## config.mk

```make
export PLATFORM = sky130hd
export DESIGN_NAME = lsu_align_unit
export DESIGN_NICKNAME = d
export VERILOG_FILES = /design/src/rtl/lsu_align_pkg.sv /design/src/rtl/lsu_store_path.sv /design/src/rtl/lsu_load_extract.sv /design/src/rtl/lsu_rsp_reg.sv /design/src/rtl/lsu_align_unit.sv
export SDC_FILE = /design/constraint.sdc
export NUM_CORES = 1
export LEC_CHECK = 0
export BUFFER_PORTS_ARGS = -buffer_cell sky130_fd_sc_hd__buf_2
export CAP_MARGIN = 20
export CELL_PAD_IN_SITES_DETAIL_PLACEMENT = 1
export CELL_PAD_IN_SITES_GLOBAL_PLACEMENT = 1
export CORE_MARGIN = 2
export CORE_UTILIZATION = 29
export CTS_CLUSTER_SIZE = 25
export DETAILED_ROUTE_END_ITERATION = 7
export GPL_TIMING_DRIVEN = 0
export PLACE_DENSITY_LB_ADDON = 0.3
export RECOVER_POWER = 25
export SKIP_CTS_REPAIR_TIMING = 1
export SLEW_MARGIN = 5
export SYNTH_ARGS = -nofsm -noshare
export SYNTH_HDL_FRONTEND = slang
export SYNTH_HIERARCHICAL = 1
export SYNTH_SLANG_ARGS = --single-unit
```

## constraint.sdc

```tcl
create_clock -name clk -period 8.94 [get_ports clk]
set_clock_uncertainty 0.2 [all_clocks]
set_input_delay 2.682 -clock clk [delete_from_list [all_inputs] [get_ports clk]]
set_output_delay 2.682 -clock clk [all_outputs]
set_load 0.01 [all_outputs]
```

## src/rtl/lsu_align_pkg.sv

```systemverilog
package lsu_align_pkg;
  localparam int DATA_W = 32;
  localparam int LANES  = DATA_W / 8;
  localparam int OFF_W  = $clog2(LANES);

  typedef enum logic [1:0] {
    SZ_BYTE = 2'd0,
    SZ_HALF = 2'd1,
    SZ_WORD = 2'd2,
    SZ_RSVD = 2'd3
  } acc_size_e;

  // number of bytes an access of this size covers (0 for reserved)
  function automatic int size_bytes(acc_size_e s);
    case (s)
      SZ_BYTE: return 1;
      SZ_HALF: return 2;
      SZ_WORD: return LANES;
      default: return 0;
    endcase
  endfunction

  // alignment rule: address must be a multiple of the access size
  function automatic logic is_misaligned(acc_size_e s, logic [OFF_W-1:0] off);
    case (s)
      SZ_BYTE: return 1'b0;
      SZ_HALF: return off[0];
      SZ_WORD: return off != '0;
      default: return 1'b1;
    endcase
  endfunction

  // lowest lane occupied by the access
  function automatic logic [OFF_W-1:0] lane_shift(acc_size_e s, logic [OFF_W-1:0] off,
                                                  logic big_end);
    int t;
    if (!big_end) return off;
    t = LANES - size_bytes(s) - int'(off);
    if (t < 0) t = 0;
    return OFF_W'(t);
  endfunction

  // lanes covered, right-justified
  function automatic logic [LANES-1:0] size_mask(acc_size_e s);
    logic [LANES-1:0] m;
    m = '0;
    for (int i = 0; i < LANES; i++)
      if (i < size_bytes(s)) m[i] = 1'b1;
    return m;
  endfunction
endpackage

```

## src/rtl/lsu_store_path.sv

```systemverilog
module lsu_store_path
  import lsu_align_pkg::*;
(
  input  acc_size_e          size,
  input  logic [OFF_W-1:0]   shift,
  input  logic               fault,
  input  logic [DATA_W-1:0]  wdata,
  output logic [LANES-1:0]   lane_en,
  output logic [DATA_W-1:0]  wdata_sh
);
  logic [LANES-1:0]  fmask;
  logic [DATA_W-1:0] dmask;

  assign fmask = size_mask(size);

  for (genvar g = 0; g < LANES; g++) begin : g_dmask
    assign dmask[8*g +: 8] = {8{fmask[g]}};
  end

  always_comb begin
    if (fault) begin
      lane_en  = '0;
      wdata_sh = '0;
    end else begin
      lane_en  = fmask << shift;
      wdata_sh = (wdata & dmask) << {shift, 3'b000};
    end
  end
endmodule

```

## src/rtl/lsu_load_extract.sv

```systemverilog
module lsu_load_extract
  import lsu_align_pkg::*;
(
  input  acc_size_e          size,
  input  logic [OFF_W-1:0]   shift,
  input  logic               sign_ext,
  input  logic               fault,
  input  logic [DATA_W-1:0]  rdata,
  output logic [DATA_W-1:0]  data
);
  logic [DATA_W-1:0] aligned;

  assign aligned = rdata >> {shift, 3'b000};

  always_comb begin
    data = '0;
    if (!fault) begin
      case (size)
        SZ_BYTE: data = {{(DATA_W-8){sign_ext & aligned[7]}}, aligned[7:0]};
        SZ_HALF: data = {{(DATA_W-16){sign_ext & aligned[15]}}, aligned[15:0]};
        SZ_WORD: data = aligned;
        default: data = '0;
      endcase
    end
  end
endmodule

```

## src/rtl/lsu_rsp_reg.sv

```systemverilog
module lsu_rsp_reg
  import lsu_align_pkg::*;
(
  input  logic             clk,
  input  logic             rst_n,
  input  logic             in_valid,
  input  logic             in_store,
  input  acc_size_e        in_size,
  input  logic [OFF_W-1:0] in_shift,
  input  logic             in_signed,
  input  logic             in_fault,
  output logic             q_valid,
  output logic             q_store,
  output acc_size_e        q_size,
  output logic [OFF_W-1:0] q_shift,
  output logic             q_signed,
  output logic             q_fault
);
  always_ff @(posedge clk) begin
    if (!rst_n) begin
      q_valid  <= 1'b0;
      q_store  <= 1'b0;
      q_size   <= SZ_BYTE;
      q_shift  <= '0;
      q_signed <= 1'b0;
      q_fault  <= 1'b0;
    end else begin
      q_valid  <= in_valid;
      q_store  <= in_valid & in_store;
      q_size   <= in_size;
      q_shift  <= in_shift;
      q_signed <= in_signed;
      q_fault  <= in_valid & in_fault;
    end
  end
endmodule

```

## src/rtl/lsu_align_unit.sv

```systemverilog
module lsu_align_unit
  import lsu_align_pkg::*;
#(
  parameter int ADDR_W = 32
) (
  input  logic              clk,
  input  logic              rst_n,
  input  logic              cfg_big_endian,
  input  logic              req_valid,
  input  logic              req_store,
  input  logic [1:0]        req_size,
  input  logic              req_signed,
  input  logic [ADDR_W-1:0] req_addr,
  input  logic [DATA_W-1:0] req_wdata,
  output logic              mem_req,
  output logic              mem_we,
  output logic [ADDR_W-1:0] mem_addr,
  output logic [LANES-1:0]  mem_be,
  output logic [DATA_W-1:0] mem_wdata,
  input  logic [DATA_W-1:0] mem_rdata,
  output logic              rsp_load_valid,
  output logic              rsp_store_done,
  output logic              rsp_fault,
  output logic [DATA_W-1:0] rsp_rdata
);
  acc_size_e        size_in;
  logic [OFF_W-1:0] offset;
  logic [OFF_W-1:0] shift_now;
  logic             fault_now;
  logic             issue_ok;

  assign size_in   = acc_size_e'(req_size);
  assign offset    = req_addr[OFF_W-1:0];
  assign fault_now = is_misaligned(size_in, offset);
  assign shift_now = lane_shift(size_in, offset, cfg_big_endian);
  assign issue_ok  = req_valid & ~fault_now;

  logic [LANES-1:0] lane_en;

  lsu_store_path u_store (
    .size     (size_in),
    .shift    (shift_now),
    .fault    (fault_now),
    .wdata    (req_wdata),
    .lane_en  (lane_en),
    .wdata_sh (mem_wdata)
  );

  assign mem_req  = issue_ok;
  assign mem_we   = issue_ok & req_store;
  assign mem_be   = req_valid ? lane_en : '0;
  assign mem_addr = {req_addr[ADDR_W-1:OFF_W], {OFF_W{1'b0}}};

  logic             q_valid, q_store, q_signed, q_fault;
  acc_size_e        q_size;
  logic [OFF_W-1:0] q_shift;

  lsu_rsp_reg u_rsp (
    .clk       (clk),
    .rst_n     (rst_n),
    .in_valid  (req_valid),
    .in_store  (req_store),
    .in_size   (size_in),
    .in_shift  (shift_now),
    .in_signed (req_signed),
    .in_fault  (fault_now),
    .q_valid   (q_valid),
    .q_store   (q_store),
    .q_size    (q_size),
    .q_shift   (q_shift),
    .q_signed  (q_signed),
    .q_fault   (q_fault)
  );

  logic [DATA_W-1:0] load_data;

  lsu_load_extract u_load (
    .size     (q_size),
    .shift    (q_shift),
    .sign_ext (q_signed),
    .fault    (q_fault),
    .rdata    (mem_rdata),
    .data     (load_data)
  );

  assign rsp_load_valid = q_valid & ~q_store;
  assign rsp_store_done = q_store;
  assign rsp_fault      = q_fault;
  assign rsp_rdata      = rsp_load_valid ? load_data : '0;

  // a faulted request never reaches memory
  a_r4_fault_blocks_mem: assert property (@(posedge clk) disable iff (!rst_n)
    (req_valid && fault_now) |-> (!mem_req && !mem_we && mem_be == '0));

  // a byte access enables exactly one lane
  a_r2_byte_one_lane: assert property (@(posedge clk) disable iff (!rst_n)
    (mem_req && size_in == SZ_BYTE) |-> $countones(mem_be) == 1);

  // every request answered by exactly one response kind next cycle
  a_r7_one_response: assert property (@(posedge clk) disable iff (!rst_n)
    req_valid |=> (rsp_load_valid ^ rsp_store_done));

  // fault reported one cycle after a misaligned request
  a_r7_fault_follows: assert property (@(posedge clk) disable iff (!rst_n)
    (req_valid && fault_now) |=> rsp_fault);

  // a faulted load returns zero data
  a_r7_fault_zero_data: assert property (@(posedge clk) disable iff (!rst_n)
    (rsp_load_valid && rsp_fault) |-> rsp_rdata == '0);

  // no response without a request in the previous cycle
  a_r1_no_spurious_rsp: assert property (@(posedge clk) disable iff (!rst_n)
    !req_valid |=> (!rsp_load_valid && !rsp_store_done && !rsp_fault));
endmodule

```

==> metrics.txt, run 1 <==
FMAX 122.0 MHz; top sig layer met4; flops & latches, synth 8; Avg Inst Size Synth 7.518 µm²; maxcap violations 0; Setup TNS 0 ns; vias in the first global route 3288; outcome complete, no violations; total grt overflow 0; Post-Route WL 10490 µm; starting density of the core 0.3000; largest net degree at the start of global routing 11; number of instances in the placed design 633; peak supply drop 0.00004667 V; clk slew on worst S/H paths 0.05 ns; RD Place Congestion approximately 0.84; initial antenna violation count 0; # rows 34; ratio of cells with drive above 1 in the final layout 0.4716; ANT cells 0; Met3 Wirelength 637 µm; Final Hold Fails 0; Post-DP HPWL 8730 µm; CTS tree yes; Final period util 0.9167; first-pass GRT wire length ~16000 µm; Crit Path Category in2out; io pins 209; Core Area 8721 µm²; metal2 WL between 5000 and 6000 µm; TritonCTS Buffers 3; Layout Nets 640; RSZ-0062 raised after global routing no; P per Cell Area 79.44 nW/µm²; Synth Cell Area around 2600 µm²; Final Non-Filler Cells 636; via-per-instance ratio roughly 5.2; All-Layer GR Usage 0.1991; wire per inst 16.49 µm; ys async rst share 0; Data required, critical path between 6 and 7 ns; M1 wire length 4433 µm; area delta synth->final 39.22%; clk sinks 8; PortBufs 176; crit path DAT 5.31 ns; total iterations of the first detailed-routing run 4; multi-input logic area 1988 µm²; H-Tree Depth 1; hold slack between 2 and 2.5 ns; post-synthesis sequential area ratio 0.06121; Vias ~3300; relative slew slack 0.5096; crit-path cells clkbuf_1 -> nor2b_1 -> ha_1 -> inv_1 -> ha_1 -> a21oi_1 -> o22ai_1 -> buf_2 -> mux2_2 -> a21oi_1 -> and2_1 -> buf_2; Tmin final around 8.2 ns; worst min path class in2reg; Slew Limit Fails 0; clock root cell clkbuf_8; CP startpoint kind input port; Die Span Y about 99 µm; CTS max path bufs 2; CP Capture Type output pin; actual slew at the worst max-slew pin 0.7356 ns; CP max-delay cell o22ai_1; Detail Route Antenna Nets 0; Crit Path Max Fanout 10; Synth cell types 57; Register Area 160.2 µm²; fill cell count 1173; Starting DRT DRC Count 99; CP max stage delay approximately 0.58 ns; DRC violations left 0; die area just under 10000 µm²; Yosys Warn Count 6; overall power 0.0002893 W; cells after synthesis 348; final setup vio count 0; die width 98.98 µm; Leakage 1.804 nW; main flop type after synthesis dfxtp_1; Post-synth EDFFs 0
==> path summary, 6_finish.rpt <==
check | from | end | slack [ns] | depth (start not counted)
min | req_signed | u_rsp/q_signed | 2.50 | 2
max | req_size[1] | mem_be[3] | 0.74 | 12
==> registers in the layout, summed over array words and instances (netlist names) <==
| register | count |
|---|---|
| u_rsp/q_shift | 2 |
| u_rsp/q_size | 2 |
| u_rsp/q_store | 1 |
| u_rsp/q_signed | 1 |
| u_rsp/q_valid | 1 |
| u_rsp/q_fault | 1 |
==> through the flow <==
| step | area (µm²) | setup WS [ns] | util |
|---|---|---|---|
| after detailed placement | 3636 | 0.8063 | 0.4169 |
| after global placement | 3636 | 0.8460 | 0.4169 |
| after CTS | 3677 | 0.8065 | 0.4217 |
| after floorplan | 2620 | 1.466 | - |
| after global routing | 3642 | 0.5195 | 0.4176 |
| final | 3642 | 0.7444 | 0.4176 |
==> final cells by class <==
type                       instances  share of cell area
timing repair buffer             176              0.2350
sequential                         8             0.04397
clock buffer                       3             0.01134
multi-input combinational        274              0.5459
inverter                           7            0.007214
buffer                            60              0.1195
tap                              108             0.03710
==> placed cells by master, fill, tap and decap left out, types with 6 or more instances in the layout <==
| master | n |
|---|---|
| a211oi_1 | 26 |
| a221oi_1 | 11 |
| a22oi_1 | 6 |
| a32oi_1 | 8 |
| and2_1 | 45 |
| and2_2 | 6 |
| buf_2 | 166 |
| buf_4 | 36 |
| buf_6 | 6 |
| clkbuf_1 | 25 |
| dfxtp_1 | 8 |
| ha_1 | 6 |
| mux2_2 | 14 |
| mux2i_1 | 9 |
| nand2_1 | 8 |
| nand3_1 | 11 |
| nor2_1 | 23 |
| nor2b_1 | 26 |
| nor3_1 | 9 |
| o211ai_1 | 8 |
| o21ai_0 | 13 |
==> layer usage <==
metal | GRT usage | vias up
met5 | 0 | -
met4 | 0.04636 | 0
met3 | 0.01773 | 16
met2 | 0.3550 | 140
met1 | 0.2588 | 1557
li1 | - | 1596
==> logic make-up (layout without fill, tap and decap cells) <==
logic type	after synthesis	count (layout)	synth area share
AND/OR/NAND/NOR	146	146	0.3448
AO/OA/AOI/OAI	92	92	0.2645
buffers and inverters	67	246	0.1765
multiplexers	26	26	0.1162
flip-flops	8	8	0.06121
adder cells (fa/ha/maj)	6	6	0.02869
XOR/XNOR	2	2	0.006697
other	1	2	0.001433
==> synth_stat cells, types with 2 or more instances <==
cell / instances / area (µm²)
buf_2: 10 / 50.05
and2_1: 45 / 281.5
nor2_1: 23 / 86.33
o21ai_0: 13 / 65.06
ha_1: 6 / 75.07
inv_1: 5 / 18.77
dfxtp_1: 8 / 160.2
and2_2: 6 / 45.04
buf_6: 6 / 67.56
a221oi_1: 11 / 96.34
nand2b_1: 3 / 18.77
o22ai_1: 2 / 12.51
nor4b_4: 2 / 47.55
nand3_1: 11 / 55.05
a21oi_1: 4 / 20.02
clkbuf_1: 5 / 18.77
a2bb2oi_1: 4 / 35.03
mux2_4: 2 / 30.03
o211ai_1: 8 / 60.06
nor3_1: 9 / 45.04
xor2_1: 2 / 17.52
and3_1: 2 / 12.51
a22oi_1: 6 / 45.04
mux2i_1: 9 / 90.09
nor2b_1: 25 / 156.4
a32oi_1: 8 / 70.07
nand2_1: 8 / 30.03
a31oi_1: 2 / 12.51
inv_2: 2 / 7.510
mux2_2: 14 / 157.7
a211oi_1: 26 / 195.2
buf_4: 36 / 270.3
==> critical path, delay by kind of cell <==
family	cells	cell delay [ns]
buffers and inverters	4	0.80
AOI/OAI and AO/OA	3	0.79
muxes	1	0.38
and+or+nand+nor	2	0.22
adders and majority gates	2	0.42
==> where the power goes <==
part           switching [W]  internal (W)  leakage [nW]
Sequential        0.00000149     0.0000379        0.0663
Clock              0.0000142     0.0000292        0.0216
Combinational       0.000113     0.0000937          1.72
Note: power is estimated with default switching activity, not from simulation.
==> run 2, diff against run 1 <==
--- a/config.mk
+++ b/config.mk
@@ -10,7 +10,7 @@
 export CELL_PAD_IN_SITES_DETAIL_PLACEMENT = 1
 export CELL_PAD_IN_SITES_GLOBAL_PLACEMENT = 1
 export CORE_MARGIN = 2
-export CORE_UTILIZATION = 29
+export CORE_UTILIZATION = 26
 export CTS_CLUSTER_SIZE = 25
 export DETAILED_ROUTE_END_ITERATION = 7
 export GPL_TIMING_DRIVEN = 0
==> constraint.sdc (replaced) <==
create_clock -name clk -period 8.8 [get_ports clk]
set_clock_uncertainty 0.2 [all_clocks]
set_input_delay 2.64 -clock clk [delete_from_list [all_inputs] [get_ports clk]]
set_output_delay 2.64 -clock clk [all_outputs]
set_load 0.01 [all_outputs]
==> metrics.txt, run 2 (synthesized netlist as in run 1, its figures left out) <==
relative slew slack 0.4876; fill cell count 1322; Layout Nets 640; registers with the most flip-flops u_rsp/q_shift: 2 flops, u_rsp/q_size: 2 flops; starting density of the core 0.2677; wire per inst 15.81 µm; overall power 0.0002919 W; TritonCTS Buffers 3; pre-CTS setup slack 0.7171 ns; die area about 11000 µm²; largest net degree at the start of global routing 11; CP Capture Type output pin; area delta synth->final 40.65%; RSZ-0062 raised after global routing no; Vias between 3000 and 4000; total iterations of the first detailed-routing run 4; Core Area 9774 µm²; clk slew on worst S/H paths 0.04 ns; Die Span Y 104.3 µm; clock root cell clkbuf_8; Final Cell Area roughly 3700 µm²; H-Tree Depth 1; Post-DP HPWL 8674 µm; Crit Path Max Fanout 10; die width ~100 µm; vias in the first global route ~3400; Setup TNS 0 ns; Detail Route Antenna Nets 0; CTS max path bufs 2; Data required, critical path around 6.0 ns; first-pass GRT wire length 16660 µm; ratio of cells with drive above 1 in the final layout 0.4716; DRC violations left 0; actual slew at the worst max-slew pin approximately 0.77 ns; All-Layer GR Usage 0.1806; Leakage 1.803 nW; PortBufs 176; via-per-instance ratio 4.962; total grt overflow 0; most frequent cells in the layout 165 x buf_2, 45 x and2_1, 36 x buf_4, 26 x clkbuf_1, 26 x a211oi_1; RD Place Congestion roughly 0.9; Register Area 160.2 µm²; io pins 209; Starting DRT DRC Count 77; P per Cell Area 79.32 nW/µm²; clk sinks 8; Final WS setup just under 0.7 ns; worst min path class in2reg; CTS tree yes; crit path DAT approximately 5.3 ns; most common cell after layout, fill and taps aside buf_2; Final Hold Fails 0; initial antenna violation count 1; ANT cells 0; final setup vio count 0; FMAX approximately 120 MHz; Slew Limit Fails 0; multi-input logic area 1996 µm²; Tmin final 8.122 ns; outcome complete, no violations; Post-Route WL between 10000 and 15000 µm; peak supply drop 0.00003519 V; maxcap violations 0; Crit Path Category in2out; Final period util 0.9229; # rows 36; CP startpoint kind input port; Placement Cell Area roughly 3700 µm²
run 2: final cells by class:
class | instances | share of cell area
plain buffers | 60 | 0.1180
clock buffers | 3 | 0.01122
inverters | 7 | 0.007140
multi-input cells | 274 | 0.5423
flip-flops and latches | 8 | 0.04352
well taps | 133 | 0.04522
repair buffers | 176 | 0.2326
run 2: metal layers:
| layer | up-vias | global-route usage | wire [µm] |
|---|---|---|---|
| met5 | - | 0 | 0 |
| met4 | 0 | 0.03668 | 110 |
| met3 | 10 | 0.02945 | 813 |
| met2 | 151 | 0.3445 | 5367 |
| met1 | 1529 | 0.2096 | 4160 |
| li1 | 1590 | - | - |
run 2: power by group:
group | internal [W] | switching [W] | leakage [nW] | total (W)
registers | 0.0000385 | 0.00000158 | 0.0663 | 0.0000401
clock network | 0.0000294 | 0.0000122 | 0.0216 | 0.0000417
logic | 0.0000953 | 0.000115 | 1.71 | 0.000210
total | 0.000163 | 0.000129 | 1.80 | 0.000292
run 2: path summary, 6_finish.rpt:
path	from	depth (start not counted)	to
setup / recovery	req_size[1]	12	mem_be[3]
hold / removal	req_signed	2	u_rsp/q_signed
run 2: through the flow:
| step | instances | utilization | hold slack, ns |
|---|---|---|---|
| final | 661 | 0.3765 | 2.442 |
| after floorplan | 349 | - | 2.576 |
| after global routing | 661 | 0.3765 | 2.434 |
| after global placement | 658 | 0.3752 | 2.666 |
| after detailed placement | 658 | 0.3752 | 2.670 |
| after CTS | 661 | 0.3794 | 2.437 |
run 2: critical path, cell delays in order:
cell and delay [ns]:
clkbuf_1 0.25, nor2b_1 0.09, ha_1 0.27, inv_1 0.07, ha_1 0.14, a21oi_1 0.07
o22ai_1 0.61, buf_2 0.37, mux2_2 0.38, a21oi_1 0.13, and2_1 0.13, buf_2 0.13
==> run 3, diff against run 2 <==
--- a/config.mk
+++ b/config.mk
@@ -15,7 +15,6 @@
 export DETAILED_ROUTE_END_ITERATION = 7
 export GPL_TIMING_DRIVEN = 0
 export PLACE_DENSITY_LB_ADDON = 0.3
-export RECOVER_POWER = 25
 export SKIP_CTS_REPAIR_TIMING = 1
 export SLEW_MARGIN = 5
 export SYNTH_ARGS = -nofsm -noshare
==> metrics.txt, run 3 (synthesized netlist as in run 1, its figures left out) <==
FMAX 123.7 MHz; largest net degree at the start of global routing 11; first-pass GRT wire length around 17000 µm; die width 104.3 µm; ANT cells 0; Met3 Wirelength 806 µm; PortBufs between 150 and 200; All-Layer GR Usage 0.1806; starting density of the core 0.2677; final setup vio count 0; Crit Path Category in2out; H-Tree Depth 1; maxcap violations 0; Crit Path Max Fanout 10; vias in the first global route approximately 3400; crit path launch req_size[0]; Core Area 9774 µm²; metal2 WL 5373 µm; TritonCTS Buffers 3; clock root cell clkbuf_8; CP Capture Type output pin; outcome complete, no violations; most common cell after layout, fill and taps aside buf_2; area delta synth->final 41.75%; Post-DP HPWL 8674 µm; total iterations of the first detailed-routing run 4; M1 wire length ~4200 µm; crit path DAT about 5.2 ns; crit path capture mem_be[3]; registers with the most flip-flops u_rsp/q_shift: 2 flops, u_rsp/q_size: 2 flops; RSZ-0062 raised after global routing no; via-per-instance ratio ~4.9; multi-input logic area 1998 µm²; Post-Route WL roughly 10000 µm; CTS max path bufs 2; Starting DRT DRC Count 94; CP startpoint kind input port; die area ~11000 µm²; Register Area 160.2 µm²; ratio of cells with drive above 1 in the final layout 0.5133; Slew Limit Fails 0; clk sinks 8; RD Place Congestion 0.8790; relative slew slack 0.4886; most frequent cells in the layout 186 x buf_2, 45 x and2_1, 36 x buf_4, 26 x a211oi_1, 25 x nor2b_1; actual slew at the worst max-slew pin 0.7672 ns; worst min path class in2reg; DRC violations left 0; overall power 0.0002935 W; Setup TNS 0 ns; CTS tree yes; Tmin final roughly 8.1 ns; Final period util 0.9183; top sig layer met4; total grt overflow 0; fill cell count ~1300; P per Cell Area 79.15 nW/µm²; # rows 36; Die Span Y 104.3 µm; Leakage 1.867 nW; wire per inst 15.79 µm; Detail Route Antenna Nets 0; Layout Nets 640; peak supply drop about 0.000035 V; Final Hold Fails 0; Vias 3270; Data required, critical path 5.96 ns; Worst Hold Depth 2; clk slew on worst S/H paths 0.04 ns; initial antenna violation count 1; io pins 209
-- run 3: cell count changes in the layout (fill, tap and decap cells not counted) --
cell,delta
clkbuf_1,-21
and2_0,-1
and2_4,+1
buf_2,+21
-- run 3: critical path, cell delays in order --
cell     delay (ns)
buf_2          0.15
nor2b_1        0.14
ha_1           0.15
inv_1          0.04
ha_1           0.27
a21oi_1        0.08
o22ai_1        0.61
buf_2          0.37
mux2_2         0.38
a21oi_1        0.13
and2_1         0.13
buf_2          0.13
-- run 3: worst min path at each step --
stage	startpoint	end	slack (ns)
global placement	req_signed	u_rsp/q_signed	2.67
detailed placement	req_signed	u_rsp/q_signed	2.67
floorplan	rst_n	u_rsp/q_signed	2.58
CTS	req_signed	u_rsp/q_signed	2.44
finish	req_signed	u_rsp/q_signed	2.44
global route	req_signed	u_rsp/q_signed	2.43
-- run 3: per-stage QoR --
stage	setup WS, ns	instance area, µm²	hold slack [ns]	utilization	std cells
after floorplan	1.410	2620	2.576	-	349
after CTS	0.7131	3709	2.437	0.3794	661
final	0.7187	3709	2.442	0.3794	661
after global placement	0.7689	3667	2.666	0.3752	658
after detailed placement	0.7171	3667	2.670	0.3752	658
after global routing	0.5440	3709	2.434	0.3794	661
-- run 3: metal layers --
| metal | vias to the layer above | global-route usage |
|---|---|---|
| li1 | 1591 | - |
| met1 | 1527 | 0.2096 |
| met5 | - | 0 |
| met3 | 8 | 0.02945 |
| met4 | 0 | 0.03668 |
| met2 | 144 | 0.3445 |
-- run 3: where the power goes --
| part | total (W) | internal, W | switching (W) |
|---|---|---|---|
| registers | 0.0000401 | 0.0000385 | 0.00000158 |
| clock network | 0.0000416 | 0.0000294 | 0.0000122 |
| logic | 0.000212 | 0.0000970 | 0.000115 |
-- run 3: final cells by class --
type / count / area share
inverter: 7 / 0.007085
multi-input combinational: 274 / 0.5388
tap: 133 / 0.04487
buffer: 60 / 0.1174
sequential: 8 / 0.04318
clock buffer: 3 / 0.01113
timing repair buffer: 176 / 0.2375
